[config.mk]
export PLATFORM = sky130hd
export DESIGN_NAME = plru4_state
export DESIGN_NICKNAME = d
export VERILOG_FILES = /design/src/rtl/plru4_state.sv
export SDC_FILE = /design/constraint.sdc
export NUM_CORES = 1
export LEC_CHECK = 0
export BUFFER_PORTS_ARGS = -buffer_cell sky130_fd_sc_hd__buf_2
export CORE_MARGIN = 1.5
export CORE_UTILIZATION = 54
export CTS_CLUSTER_DIAMETER = 200
export DETAILED_ROUTE_END_ITERATION = 10
export GPL_ROUTABILITY_DRIVEN = 0
export GPL_TIMING_DRIVEN = 0
export HOLD_SLACK_MARGIN = 0.02
export PLACE_DENSITY_LB_ADDON = 0.08
export REMOVE_ABC_BUFFERS = 1
export SYNTH_ARGS = -nofsm -noshare
export SYNTH_HDL_FRONTEND = slang
export SYNTH_SLANG_ARGS = --single-unit
export TNS_END_PERCENT = 30
[constraint.sdc]
create_clock -name clk -period 2.4 [get_ports clk]
set_input_delay 0.36 -clock clk [delete_from_list [all_inputs] [get_ports clk]]
set_output_delay 0.36 -clock clk [all_outputs]
set_load 0.02 [all_outputs]
[src/rtl/plru4_state.sv]
module plru4_state #(
  parameter int SETS = 16,
  localparam int IW = $clog2(SETS)
) (
  input  logic          clk,
  input  logic          rst_n,
  input  logic          upd_valid,
  input  logic [IW-1:0] upd_set,
  input  logic [1:0]    upd_way,
  input  logic [IW-1:0] look_set,
  output logic [1:0]    victim_way
);

  // bit0 = root, bit1 = {0,1} leaf, bit2 = {2,3} leaf
  logic [2:0] tree_q [SETS];
  logic [2:0] cur_bits, nxt_bits, look_bits;

  function automatic logic [1:0] walk(input logic [2:0] t);
    return t[0] ? {1'b1, t[2]} : {1'b0, t[1]};
  endfunction

  assign cur_bits  = tree_q[upd_set];
  assign look_bits = tree_q[look_set];
  assign victim_way = walk(look_bits);

  always_comb begin
    nxt_bits    = cur_bits;
    nxt_bits[0] = ~upd_way[1];
    if (upd_way[1]) nxt_bits[2] = ~upd_way[0];
    else            nxt_bits[1] = ~upd_way[0];
  end

  always_ff @(posedge clk or negedge rst_n) begin
    if (!rst_n) begin
      for (int i = 0; i < SETS; i++) tree_q[i] <= 3'b000;
    end else if (upd_valid) begin
      tree_q[upd_set] <= nxt_bits;
    end
  end


  away_from_access_chk: assert property (@(posedge clk) disable iff (!rst_n)
    upd_valid |=> walk(tree_q[$past(upd_set)]) != $past(upd_way));


  other_pair_kept_chk: assert property (@(posedge clk) disable iff (!rst_n)
    upd_valid |=> (tree_q[$past(upd_set)][1] == $past(cur_bits[1]) || !$past(upd_way[1]))
               && (tree_q[$past(upd_set)][2] == $past(cur_bits[2]) ||  $past(upd_way[1])));

  for (genvar s = 0; s < SETS; s++) begin : g_set_chk

    idle_set_stable_chk: assert property (@(posedge clk) disable iff (!rst_n)
      !(upd_valid && upd_set == IW'(s)) |=> $stable(tree_q[s]));

    reset_clear_chk: assert property (@(posedge clk)
      !rst_n |=> tree_q[s] == 3'b000);
  end

endmodule

==> impl_metrics.json <==
{
  "outcome": "complete, but fails checks",
  "failed_checks": "setup timing",
  "cts_made_buffers": 5,
  "start_util_pct": 57.6,
  "wire_length_the_detailed_router_placed_on_met1_um": 2390,
  "synth-seq-cells": 48,
  "antenna-diode-count": 0,
  "synthToLayoutAreaGrowth_pct": 8.44,
  "vdd_ir_drop_max_uv": 447,
  "ff2ff_setup_slack_ns": 0.37,
  "post_layout_worst_setup_margin_ns": -0.328,
  "area.sequential_um2": 1200,
  "yosysSeqAreaShare_pct": 46.6,
  "numClockSinks": 48,
  "die_w_um": 72.1,
  "largest_reg_flops": 48,
  "setup_viol_count_final": 1,
  "yosysUniqueCellTypes": 20,
  "floorplan_die_area_um2": 5200,
  "finish.cell_count_without_fillers": 254,
  "actual_transition_at_the_worst_max_transition_pin_ns": 1.06,
  "cp.required_ns": 2.04,
  "postSynthAreaPerCell_um2": 13.7,
  "tritoncts_clock_tree": "built",
  "multi_input_comb_area_um2": 1330,
  "design.final.nets": 214,
  "final_period_minus_worst_setup_slack_ns": 2.73,
  "timing.critical_path.from_type": "flop",
  "max_slew_margin_pct": 29.5,
  "detailedRoute.firstPassIterationCount": 4,
  "core_area_um2": 4470,
  "synth_compound_gate_area_share_pct": 4.27,
  "numPortBuffers": 14,
  "drive_above_1_share_pct": 40.1,
  "n_fill_cell": 353,
  "globalRouteTotalUtil_pct": 23.2,
  "pin_count_of_the_biggest_net_entering_global_routing": 49,
  "crit-reg2reg-capture": "tree_q[22]",
  "number_of_antenna_violations_at_the_first_check_in_global_routing": 0,
  "worst-endpoint-arrival_ns": 2.37,
  "htree_levels": 2,
  "final_hold_viol_count": 0,
  "clockRootBuffer": "clkbuf_8",
  "initialDrtViolationCount": 194,
  "rows": 24,
  "synth_top_family_by_area": "multiplexers",
  "yosysTopAreaCellShare_pct": 46.6,
  "fp.dieH_um": 72.1,
  "globalRouteOverflowTotal": 0,
  "met2_length_um": 2530,
  "period_share_pct": 114,
  "powerDensity_nw_per_um2": 831,
  "detailed_place_hpwl_um": 3720,
  "top_layer_used": "met4",
  "synth_mux_area_share_pct": 37.7,
  "syn-cell-area_um2": 2580,
  "worst_skew_pair.late_latency_ns": 0.29,
  "regToRegStartpoint": "tree_q[31]",
  "dp_slack_ns": -0.408,
  "grt_setup_unrepaired": "true",
  "fmaxAchievable_mhz": 367,
  "largest_register_by_flop_count": "tree_q",
  "synth_simple_gate_area_share_pct": 8.25,
  "fin_skew_ns": 0.00548,
  "synth_warnings": 0,
  "drv.max_cap_violation_count": 0,
  "top_regs": "tree_q: 48 flops",
  "synth_top_area_cell": "dfrtp_1",
  "p_leak_nw": 1.22,
  "synth_xor_area_share_pct": 0,
  "route.met3.wl_um": 243,
  "vias_per_cell": 6.31,
  "post-layout-total-power_mw": 2.32,
  "detail_route.drc_violations": 0,
  "syn_inst": 188,
  "synth-adder-area-share_pct": 0,
  "timing.critical_path.to_type": "output port",
  "first_pass_grt_wire_length_um": 8940,
  "io_pins": 15,
  "cts.hold.buffers_added": 0,
  "detail_routed_net_length_per_standard_cell_um": 20.6,
  "worstPathMaxFanout": 3,
  "drv_slew": 0,
  "ranking_of_synthesized_cells_by_area": "dfrtp_1 47%, mux2_2 16%, mux4_2 13%, mux4_1 6.1%, nor2_1 3.2%",
  "cts-root-to-sink-buffers": 2,
  "via_count_of_the_first_global_routing_pass": 1679,
  "totalWireLength_um": 5230,
  "worst_hold_path_type": "input port to asynchronous set/reset pin",
  "cts.reportedPaths.clkPinSlew_ns": 0.08,
  "timing.setup.critical_path_class": "flop to output port",
  "rr_worst_depth": 4,
  "dp_cells": 242,
  "hold-worst-slack_ns": 0.255,
  "antenna_left": 0,
  "routed_via_count": 1603
}
## routing by layer
layer / global-route usage (%) / vias to the layer above
met2: 36.5 / 37
met1: 33.4 / 830
li1: - / 729
met5: 0 / -
met3: 4.44 / 7
met4: 6.92 / 0
## where the power goes
part           total (mW)  internal (mW)  switching [mW]
Clock               0.486          0.235           0.251
Combinational       0.678          0.411           0.267
Sequential           1.16           1.01           0.150
Total                2.32           1.66           0.668
## cell usage after synthesis, drive strengths merged
master and number:
nand3b 2, nand2 7, o21ai 4, dfrtp 48, mux2 36, clkbuf 4
or2 2, o221ai 2, mux2i 7, buf 8, a21oi 12, nand3 2
mux4 21, nand2b 7, nor3 3, nor3b 1, nor2 22
## cell type report
cell class | instances | share of cell area, %
multi-input cells | 128 | 47.7
flip-flops and latches | 48 | 43.0
repair buffers | 18 | 3.80
clock buffers | 8 | 3.22
well taps | 52 | 2.33
## how the worst max path moves through the flow
stage,end,startpoint,slack (ns),cells after the start
final,victim_way[0],tree_q[30],-0.33,5
after global placement,victim_way[0],look_set[1],-0.37,6
after detailed placement,victim_way[0],look_set[1],-0.41,6
after CTS,victim_way[0],tree_q[0],-0.33,5
after global routing,victim_way[0],tree_q[3],-0.40,5
after floorplan,victim_way[0],look_set[1],0.09,4
## kinds of logic (layout without fill, tap and decap cells)
group                  Yosys count  count (layout)
AO/OA/AOI/OAI                   18              18
buffers and inverters           12              26
flip-flops                      48              48
multiplexers                    64              64
AND/OR/NAND/NOR                 46              46
## layout by cell type (no fill, tap or decap), drive strengths merged
cell type	n
a21oi	12
buf	18
clkbuf	8
dfrtp	48
mux2	36
mux2i	7
mux4	21
nand2	7
nand2b	7
nand3	2
nand3b	2
nor2	22
nor3	3
nor3b	1
o21ai	4
o221ai	2
or2	2
## per-stage QoR
step / area (um2) / setup TNS, ns / util, %
2_1_floorplan: 2490 / 0 / -
3_3_place_gp: 2630 / -0.375 / 58.8
3_5_place_dp: 2630 / -0.421 / 58.8
4_1_cts: 2790 / -0.334 / 62.3
5_1_grt: 2800 / -0.397 / 62.5
6_report: 2800 / -0.328 / 62.5
## what timing repair did
action / CTS / global route
endpoints found under the hold margin: 0 / 0
setup endpoints to repair: 1 / 1
buffers inserted: 3 / 1
gates resized for setup: 10 / 0
## worst max-delay path, cell delays in order (launching register included)
cell and delay [ns]:
dfrtp_1 0.40, mux4_2 0.51, mux2i_4 0.22, mux2_4 0.33, mux4_2 0.47, buf_6 0.15
(Power assumes the default switching activity.)
